**src/rtl/ackpoll_pkg.sv**
```systemverilog
package ackpoll_pkg;

  // Command codes presented to the byte-level master.
  typedef enum logic [1:0] {
    OP_START = 2'd0,
    OP_WRITE = 2'd1,
    OP_STOP  = 2'd2
  } bus_op_e;

  typedef enum logic [2:0] {
    ST_IDLE,
    ST_START_REQ,
    ST_START_WAIT,
    ST_ADDR_REQ,
    ST_ADDR_WAIT,
    ST_STOP_REQ,
    ST_STOP_WAIT,
    ST_GAP
  } poll_state_e;

endpackage

```
**src/rtl/ackpoll_rst_sync.sv**
```systemverilog
module ackpoll_rst_sync (
  input  logic clk,
  input  logic arst_n,
  output logic srst_n
);

  logic [1:0] sync_q;

  always_ff @(posedge clk or negedge arst_n) begin
    if (!arst_n) begin
      sync_q <= 2'b00;
    end else begin
      sync_q <= {sync_q[0], 1'b1};
    end
  end

  assign srst_n = sync_q[1];

endmodule

```
**src/rtl/ackpoll_gap_timer.sv**
```systemverilog
module ackpoll_gap_timer #(
  parameter int GAP_CYCLES = 8
) (
  input  logic clk,
  input  logic rst_n,
  input  logic load,
  input  logic run,
  output logic expired
);

  localparam int GAP_W = (GAP_CYCLES > 1) ? $clog2(GAP_CYCLES) : 1;
  localparam logic [GAP_W-1:0] RELOAD = GAP_W'(GAP_CYCLES - 1);

  logic [GAP_W-1:0] cnt_q;
  logic [GAP_W-1:0] cnt_d;
  logic             cnt_en;

  always_comb begin
    cnt_en = 1'b0;
    cnt_d  = cnt_q;
    if (load) begin
      cnt_en = 1'b1;
      cnt_d  = RELOAD;
    end else if (run && (cnt_q != '0)) begin
      cnt_en = 1'b1;
      cnt_d  = cnt_q - 1'b1;
    end
  end

  always_ff @(posedge clk or negedge rst_n) begin
    if (!rst_n) begin
      cnt_q <= '0;
    end else if (cnt_en) begin
      cnt_q <= cnt_d;
    end
  end

  assign expired = (cnt_q == '0);

  // A load always leaves a count within the programmed window.
  assert_gap_window_R5: assert property (@(posedge clk) disable iff (!rst_n)
    load |=> (cnt_q <= RELOAD));

endmodule

```
**src/rtl/ackpoll_try_counter.sv**
```systemverilog
module ackpoll_try_counter #(
  parameter int MAX_TRIES = 16
) (
  input  logic clk,
  input  logic rst_n,
  input  logic clear,
  input  logic bump,
  output logic at_limit
);

  localparam int TRY_W = $clog2(MAX_TRIES + 1);
  localparam logic [TRY_W-1:0] LIMIT = TRY_W'(MAX_TRIES);

  logic [TRY_W-1:0] tries_q;
  logic [TRY_W-1:0] tries_d;
  logic             tries_en;

  always_comb begin
    tries_en = 1'b0;
    tries_d  = tries_q;
    if (clear) begin
      tries_en = 1'b1;
      tries_d  = '0;
    end else if (bump && (tries_q != LIMIT)) begin
      tries_en = 1'b1;
      tries_d  = tries_q + 1'b1;
    end
  end

  always_ff @(posedge clk or negedge rst_n) begin
    if (!rst_n) begin
      tries_q <= '0;
    end else if (tries_en) begin
      tries_q <= tries_d;
    end
  end

  assign at_limit = (tries_q >= LIMIT);

  // No refused attempt is counted once the limit has been reached.
  assert_tries_bound_R6: assert property (@(posedge clk) disable iff (!rst_n)
    at_limit |-> !bump);

endmodule

```
**src/rtl/ackpoll_seq.sv**
```systemverilog
module ackpoll_seq
  import ackpoll_pkg::*;
#(
  parameter logic [6:0] TGT_ADDR   = 7'h50,
  parameter int         GAP_CYCLES = 8,
  parameter int         MAX_TRIES  = 16
) (
  input  logic       clk,
  input  logic       rst_n,
  input  logic       poll_go,
  output logic       poll_busy,
  output logic       poll_done,
  output logic       poll_timeout,
  output logic       cmd_valid,
  input  logic       cmd_ready,
  output logic [1:0] cmd_op,
  output logic [7:0] cmd_byte,
  input  logic       rsp_valid,
  input  logic       rsp_nack
);

  localparam logic [7:0] CTRL_BYTE = {TGT_ADDR, 1'b0};
  localparam bit         HAS_GAP   = (GAP_CYCLES > 0);

  logic        srst_n;
  poll_state_e state_q, state_d;
  logic        done_q, done_d;
  logic        tmo_q, tmo_d;
  logic        try_clear, try_bump, try_at_limit;
  logic        gap_load, gap_run, gap_expired;

  ackpoll_rst_sync u_rst_sync (
    .clk    (clk),
    .arst_n (rst_n),
    .srst_n (srst_n)
  );

  ackpoll_try_counter #(
    .MAX_TRIES (MAX_TRIES)
  ) u_tries (
    .clk      (clk),
    .rst_n    (srst_n),
    .clear    (try_clear),
    .bump     (try_bump),
    .at_limit (try_at_limit)
  );

  generate
    if (HAS_GAP) begin : g_gap
      ackpoll_gap_timer #(
        .GAP_CYCLES (GAP_CYCLES)
      ) u_gap (
        .clk     (clk),
        .rst_n   (srst_n),
        .load    (gap_load),
        .run     (gap_run),
        .expired (gap_expired)
      );
    end else begin : g_nogap
      logic unused_gap;
      assign unused_gap  = gap_load | gap_run;
      assign gap_expired = 1'b1;
    end
  endgenerate

  // Next-state logic
  always_comb begin
    state_d   = state_q;
    done_d    = 1'b0;
    tmo_d     = tmo_q;
    try_clear = 1'b0;
    try_bump  = 1'b0;
    gap_load  = 1'b0;
    gap_run   = 1'b0;
    unique case (state_q)
      ST_IDLE: begin
        if (poll_go) begin
          state_d   = ST_START_REQ;
          tmo_d     = 1'b0;
          try_clear = 1'b1;
        end
      end
      ST_START_REQ: begin
        if (cmd_ready) state_d = ST_START_WAIT;
      end
      ST_START_WAIT: begin
        if (rsp_valid) state_d = ST_ADDR_REQ;
      end
      ST_ADDR_REQ: begin
        if (cmd_ready) state_d = ST_ADDR_WAIT;
      end
      ST_ADDR_WAIT: begin
        if (rsp_valid) begin
          if (rsp_nack) begin
            try_bump = 1'b1;
            state_d  = ST_STOP_REQ;
          end else begin
            done_d  = 1'b1;
            state_d = ST_IDLE;
          end
        end
      end
      ST_STOP_REQ: begin
        if (cmd_ready) state_d = ST_STOP_WAIT;
      end
      ST_STOP_WAIT: begin
        if (rsp_valid) begin
          if (try_at_limit) begin
            tmo_d   = 1'b1;
            state_d = ST_IDLE;
          end else if (HAS_GAP) begin
            gap_load = 1'b1;
            state_d  = ST_GAP;
          end else begin
            state_d = ST_START_REQ;
          end
        end
      end
      ST_GAP: begin
        gap_run = 1'b1;
        if (gap_expired) state_d = ST_START_REQ;
      end
      default: state_d = ST_IDLE;
    endcase
  end

  // State registers
  always_ff @(posedge clk or negedge srst_n) begin
    if (!srst_n) begin
      state_q <= ST_IDLE;
      done_q  <= 1'b0;
      tmo_q   <= 1'b0;
    end else begin
      state_q <= state_d;
      done_q  <= done_d;
      tmo_q   <= tmo_d;
    end
  end

  // Command outputs decoded from state
  always_comb begin
    cmd_valid = 1'b0;
    cmd_op    = OP_START;
    cmd_byte  = 8'h00;
    unique case (state_q)
      ST_START_REQ: begin
        cmd_valid = 1'b1;
        cmd_op    = OP_START;
      end
      ST_ADDR_REQ: begin
        cmd_valid = 1'b1;
        cmd_op    = OP_WRITE;
        cmd_byte  = CTRL_BYTE;
      end
      ST_STOP_REQ: begin
        cmd_valid = 1'b1;
        cmd_op    = OP_STOP;
      end
      default: ;
    endcase
  end

  assign poll_busy    = (state_q != ST_IDLE);
  assign poll_done    = done_q;
  assign poll_timeout = tmo_q;

  assert_go_start_R1: assert property (@(posedge clk) disable iff (!srst_n)
    (poll_busy && !$past(poll_busy)) |-> $past(poll_go));

  assert_done_pulse_R3: assert property (@(posedge clk) disable iff (!srst_n)
    poll_done |=> !poll_done);

  assert_done_idle_R3: assert property (@(posedge clk) disable iff (!srst_n)
    poll_done |-> (!poll_busy && !cmd_valid));

  assert_gap_exit_R5: assert property (@(posedge clk) disable iff (!srst_n)
    (state_q == ST_GAP && gap_expired) |=> (cmd_valid && cmd_op == OP_START));

  assert_timeout_idle_R6: assert property (@(posedge clk) disable iff (!srst_n)
    $rose(poll_timeout) |-> (!poll_busy && $past(rsp_valid)));

  assert_hold_cmd_R8: assert property (@(posedge clk) disable iff (!srst_n)
    (cmd_valid && !cmd_ready) |=> (cmd_valid && $stable(cmd_op) && $stable(cmd_byte)));

endmodule

```
**config.mk**
```make
export PLATFORM = sky130hd
export DESIGN_NAME = ackpoll_seq
export DESIGN_NICKNAME = d
export VERILOG_FILES = /design/src/rtl/ackpoll_pkg.sv /design/src/rtl/ackpoll_rst_sync.sv /design/src/rtl/ackpoll_gap_timer.sv /design/src/rtl/ackpoll_try_counter.sv /design/src/rtl/ackpoll_seq.sv
export SDC_FILE = /design/constraint.sdc
export NUM_CORES = 1
export LEC_CHECK = 0
export ABC_AREA = 0
export BUFFER_PORTS_ARGS = -buffer_cell sky130_fd_sc_hd__buf_2
export CAP_MARGIN = 20
export CORE_ASPECT_RATIO = 0.9
export CORE_MARGIN = 2
export CORE_UTILIZATION = 45
export CTS_CLUSTER_SIZE = 8
export DETAILED_ROUTE_END_ITERATION = 12
export GPL_ROUTABILITY_DRIVEN = 1
export PLACE_DENSITY = 0.68
export SLEW_MARGIN = 20
export SYNTH_ARGS = -nofsm -noshare
export SYNTH_HDL_FRONTEND = slang
export SYNTH_SLANG_ARGS = --single-unit
```
**constraint.sdc**
```tcl
create_clock -name clk -period 1.1 [get_ports clk]
set_input_delay 0 -clock clk [delete_from_list [all_inputs] [get_ports clk]]
set_output_delay 0 -clock clk [all_outputs]
set_load 0.01 [all_outputs]
```
---- Word level (Yosys, flattened, before mapping) ----
Cells that the tools add are included.
W data, S select, Z words.
word-level totals
  register bits after elaboration ......... 15
  input bits .............................. 6
  output and inout bits ................... 14
  logic and storage cells ................. 78
cells by class
  $add $sub $neg .......................... 2
  $lt $le $gt $ge ......................... 1
  equal/unequal tests ..................... 17
  mux-type cells .......................... 38
  reduce and logical (&&, ||, !) cells .... 14
operators with widths
  operator               count
  $mux W3                12
  $pmux W3 S8            1
  $mux W1                20
  $ne A2 B2 Y1 const B   8
  $eq A3 B3 Y1 const B   4
  $mux W5                2
  $mux W8                1
  $reduce_and A8 Y1      1
  $eq A3 B2 Y1 const B   2
  $logic_not A3 Y1       2
  $reduce_bool A2 Y1     3
  $reduce_bool A3 Y1     2
  $add A5 B1 Y5 const B  1
  $ge A5 B5 Y1 const B   1
  $ne A5 B5 Y1 const B   1
  $pmux W2 S2            1
  $reduce_and A2 Y1      2
  $reduce_and A4 Y1      1
  $eq A3 B1 Y1 const B   1
  $reduce_or A3 Y1       1
  $sub A3 B1 Y3 const B  1
  $logic_and A1 B1 Y1    2
  $ne A2 B1 Y1 const B   1
  $pmux W1 S2            1

---- Depth between registers and ports, before layout ----
  depth after elaboration ................. 7
  gate-level depth with buffers ........... 7
  gate-level depth less buffers ........... 7

---- Modules after synthesis ----
Synthesis repeated with hierarchy kept, for this count alone.
second synthesis, totals
  cells, all modules ...................... 106
  area total of the unflattened synthesis .. 973.4 µm²
modules (own cells, without submodules)
  module               times used  cells each  area each (µm²)  sequential area each (µm²)
  ackpoll_seq          1           57          459.2            125.1
  ackpoll_try_counter  1           28          280.3            125.1
  ackpoll_gap_timer    1           18          180.2            75.1
  ackpoll_rst_sync     1           3           53.8             50.0

---- Worst setup path before layout ----
OpenSTA, ideal clock, no wires.
  path type ............................... register -> register
  start ................................... register g_gap.u_gap.cnt_q[0]
  end ..................................... register state_q[0]
  library setup time ...................... 128 ps
  arrival ................................. 1498 ps
  data required time ...................... 972 ps
  path slack .............................. -525 ps
  stages on the path, launching flop included .. 8
  path buffers ............................ 0
  clock period less this slack ............ 1625 ps
  path through ............................ dfrtp_1 inv_1 ha_1 ha_1 and4b_1 a221oi_2 o21ai_2 mux2_1
on the way
  word-level cells in the longest chain between the ends .. 3
RTL lines
  what                         line                     source
  start, declared              ackpoll_gap_timer.sv:14  logic [GAP_W-1:0] cnt_q;
  start signal, assigned       ackpoll_gap_timer.sv:34  cnt_q <= cnt_d;
  $logic_not A3 Y1             ackpoll_gap_timer.sv:38  assign expired = (cnt_q == '0);
  $ne A2 B1 Y1 (no line)       n/a
  $reduce_and A8 Y1 (no line)  n/a
  end signal, assigned         ackpoll_seq.sv:134       state_q <= state_d;
  end, declared                ackpoll_seq.sv:26        poll_state_e state_q, state_d;
No other way between the ends.
A chain may end at the register's enable or synchronous reset.

---- Worst setup path after layout ----
  start ................................... register g_gap.u_gap.cnt_q[1]
  end ..................................... register state_q[2]
The elaborated chain is that of the path after synthesis.

==> results by group <==
Pwr
  – Cell Pwr Density: 2697 nW/µm²
  – Leakage power total: about 0.67 nW
  – Max VDD drop: 0.001441 V

Timing
  – Slew Viols, Final: 0
  – RSZ-0062 raised after global routing: true
  – Final setup violation count: 19
  – Final Hold Viols: 0
  – Crit path time final: roughly 1.8 ns
  – Setup WS post-layout: -0.6740 ns
  – Max Freq: about 0.56 GHz
  – Worst-case clock skew: a little over 0.01 ns
  – Hold WS: around 0.020 ns
  – Final Cycle Share: 1.613

Yosys
  – Synth Register Bits: 15
  – Seq/Total Area, Yosys: 0.4076
  – Yosys warnings: 0
  – Largest family of logic cells by synthesized area: simple AND/OR/NAND/NOR gates
  – Mux contribution to synthesized area: 0.06793
  – Area leader, netlist: dfrtp_1
  – Syn Area/Cell: 9.494 µm²
  – Synth Area in Compound Gates: 0.1318
  – Fraction of the mapped netlist area in simple logic gates: 0.1807
  – Library cells used by synthesis: 29
  – XOR/XNOR Fraction of Synth Area: 0.01902
  – Post-synth top area share: 0.4076
  – Synthesized instance count: between 90 and 100
  – Top cells by area, synth: dfrtp_1, buf_4, ha_1, mux2i_1, inv_1
  – Post-synthesis adder-cell area fraction: 0.05435
  – Mapped Area: between 900 and 1000 µm²

Layout
  – Commonest non-fill, non-tap cell in the layout: buf_4
  – Most frequent cells in the layout: buf_4, dfrtp_1, buf_2
  – Area Overhead vs Synth: 46.88%
  – Final instance area: roughly 1400 µm²
  – Antenna cells: 0
  – Layout cells sized above 1: 0.5000
  – Nets: ~150
  – Multi-input logic area: around 550 µm²
  – Fill cells: between 100 and 150
  – Register Area: 375.4 µm²

Worst setup path
  – Worst Setup End Kind: flip-flop
  – Crit start category: flip-flop
  – Worst-path fanout max: 2
  – Worst Path Required: approximately 1.3 ns
  – Data arrival, critical path: between 1.5 and 2 ns
  – WS Path Type: reg -> reg

GRT
  – Largest net degree at the start of global routing: 14
  – First-pass GRT wire length: between 3 and 4 mm
  – Initial antenna violation count: 0
  – Global Route Usage Sum: 0.1999
  – Grt ovf: 0
  – Vias in the first global route: slightly below 800

Floorplanning
  – DIE AREA: 2425 µm²
  – Row cnt: 15
  – Die Span X: 51.69 µm
  – Area of the core: ~1900 µm²
  – Initial core utilization: 0.4764
  – IO Pins: 20
  – Chip height: about 47 µm

Detailed routing
  – DRT Pass-1 Iters: 4
  – Wl on met1: roughly 900 µm
  – Wire length on met2: approximately 1.1 mm
  – Routed WL: roughly 2.2 mm
  – Via/cell ratio: about 5
  – Vias: around 830
  – Routed wl met3: 121 µm
  – # DRC: 0
  – Highest routed metal layer: met4
  – DRT iter0 DRCs: 18
  – Routed WL per cell: around 13 µm
  – Final ANT Viol Nets: 0

CTS
  – CTS buffer count: 3
  – CTS Root Buffer Type: clkbuf_4
  – Clk sinks: 15
  – Clock Latency Late Sink: 0.29 ns
  – Clock transition at the registers of the reported paths: approximately 0.090 ns
  – Clock Path Buffers: 2
  – H-tree depth: 1
  – CTS tree: built

Outcome
  – Failing checks: setup timing
  – Status: complete, but fails checks

Job
  – Max Cap Violations: 0

Placed design
  – GP Congestion: just under 0.9
  – # port buffers: 13
  – Placed Area: approximately 1200 µm²
  – HPWL after detailed placement: about 1.6 mm

Hold path
  – Worst Hold Class: in -> async
-- Yosys cell counts (all sizes together) --
| library cell | instances |
|---|---|
| and2 | 1 |
| o311ai | 1 |
| nand3 | 4 |
| nor3 | 4 |
| nor2 | 10 |
| a221oi | 1 |
| and4bb | 1 |
| inv | 10 |
| a31oi | 1 |
| and4b | 1 |
| nand3b | 2 |
| o21ai | 4 |
| ha | 4 |
| o211ai | 3 |
| a21oi | 4 |
| and3 | 2 |
| mux2 | 2 |
| nor2b | 1 |
| conb | 2 |
| a41oi | 1 |
| mux2i | 4 |
| buf | 10 |
| dfrtp | 15 |
| xnor2 | 2 |
| nand2 | 6 |
| a2bb2oi | 1 |
-- cell families after synthesis --
logic type,Yosys count
compound gates,16
buf+inv,20
other cells,2
fa+ha+maj,4
xor+xnor,2
simple gates,32
flops,15
mux,6
-- cell type report --
class	instances	share of cell area
Timing Repair Buffer	44	0.2424
Sequential cell	15	0.2775
Clock buffer	4	0.01943
Multi-Input combinational cell	67	0.4080
Tap cell	25	0.02313
Inverter	10	0.02960
-- per-layer routing --
metal  up-vias  GRT usage
li1        406          -
met1       385     0.2305
met2        29     0.3641
met3         6    0.06051
met4         0    0.06316
met5         -          0
-- metrics by stage --
step                      setup WS [ns]  power (mW)  utilization  TNS, ns  std cells
after floorplan                 -0.5251       2.008            -   -2.535        102
after global placement          -0.5578       2.587       0.5968   -3.814        152
after detailed placement        -0.6370       2.669       0.5968   -4.505        152
after CTS                       -0.6272       3.534       0.6848   -7.124        166
after global routing            -0.7630       3.916       0.6997   -8.550        165
final                           -0.6740       3.647       0.6997   -7.358        165
-- state kept, by name (all words and copies together) (netlist names) --
name,flops
state_q,3
u_rst_sync.sync_q,2
poll_timeout,1
u_tries.tries_q,5
poll_done,1
g_gap.u_gap.cnt_q,3
-- worst paths after layout --
check	startpoint	end	slack [ns]	cells past startpoint
max in group asynchronous	u_rst_sync.sync_q[1]	poll_timeout	0.76	1
setup reg to reg	g_gap.u_gap.cnt_q[1]	state_q[2]	-0.67	7
hold / removal	rst_n	u_rst_sync.sync_q[0]	0.02	2
min in group clk	cmd_ready	state_q[1]	0.02	3
hold reg to reg	u_rst_sync.sync_q[1]	state_q[0]	0.16	1
setup / recovery	g_gap.u_gap.cnt_q[1]	state_q[2]	-0.67	7
-- worst max-delay path, stage by stage, from the launching register on --
cell	delay [ns]
dfrtp_1	0.40
inv_2	0.08
ha_4	0.13
ha_4	0.12
and4b_1	0.21
a221oi_2	0.29
o21ai_2	0.13
mux2_4	0.32
-- repair_timing --
action                                 CTS  global route
pin swaps                                5             6
setup buffers                            8             1
endpoints found under the hold margin    3             0
hold buffers                             2             0
setup endpoints to repair               19            19
resized for setup                       17            10
gates cloned                             0             0
-- power by group --
group / total [mW] / internal, mW / switching, mW
registers: 0.914 / 0.731 / 0.183
logic: 2.42 / 1.34 / 1.07
clock network: 0.317 / 0.141 / 0.176
(Power assumes the default switching activity.)
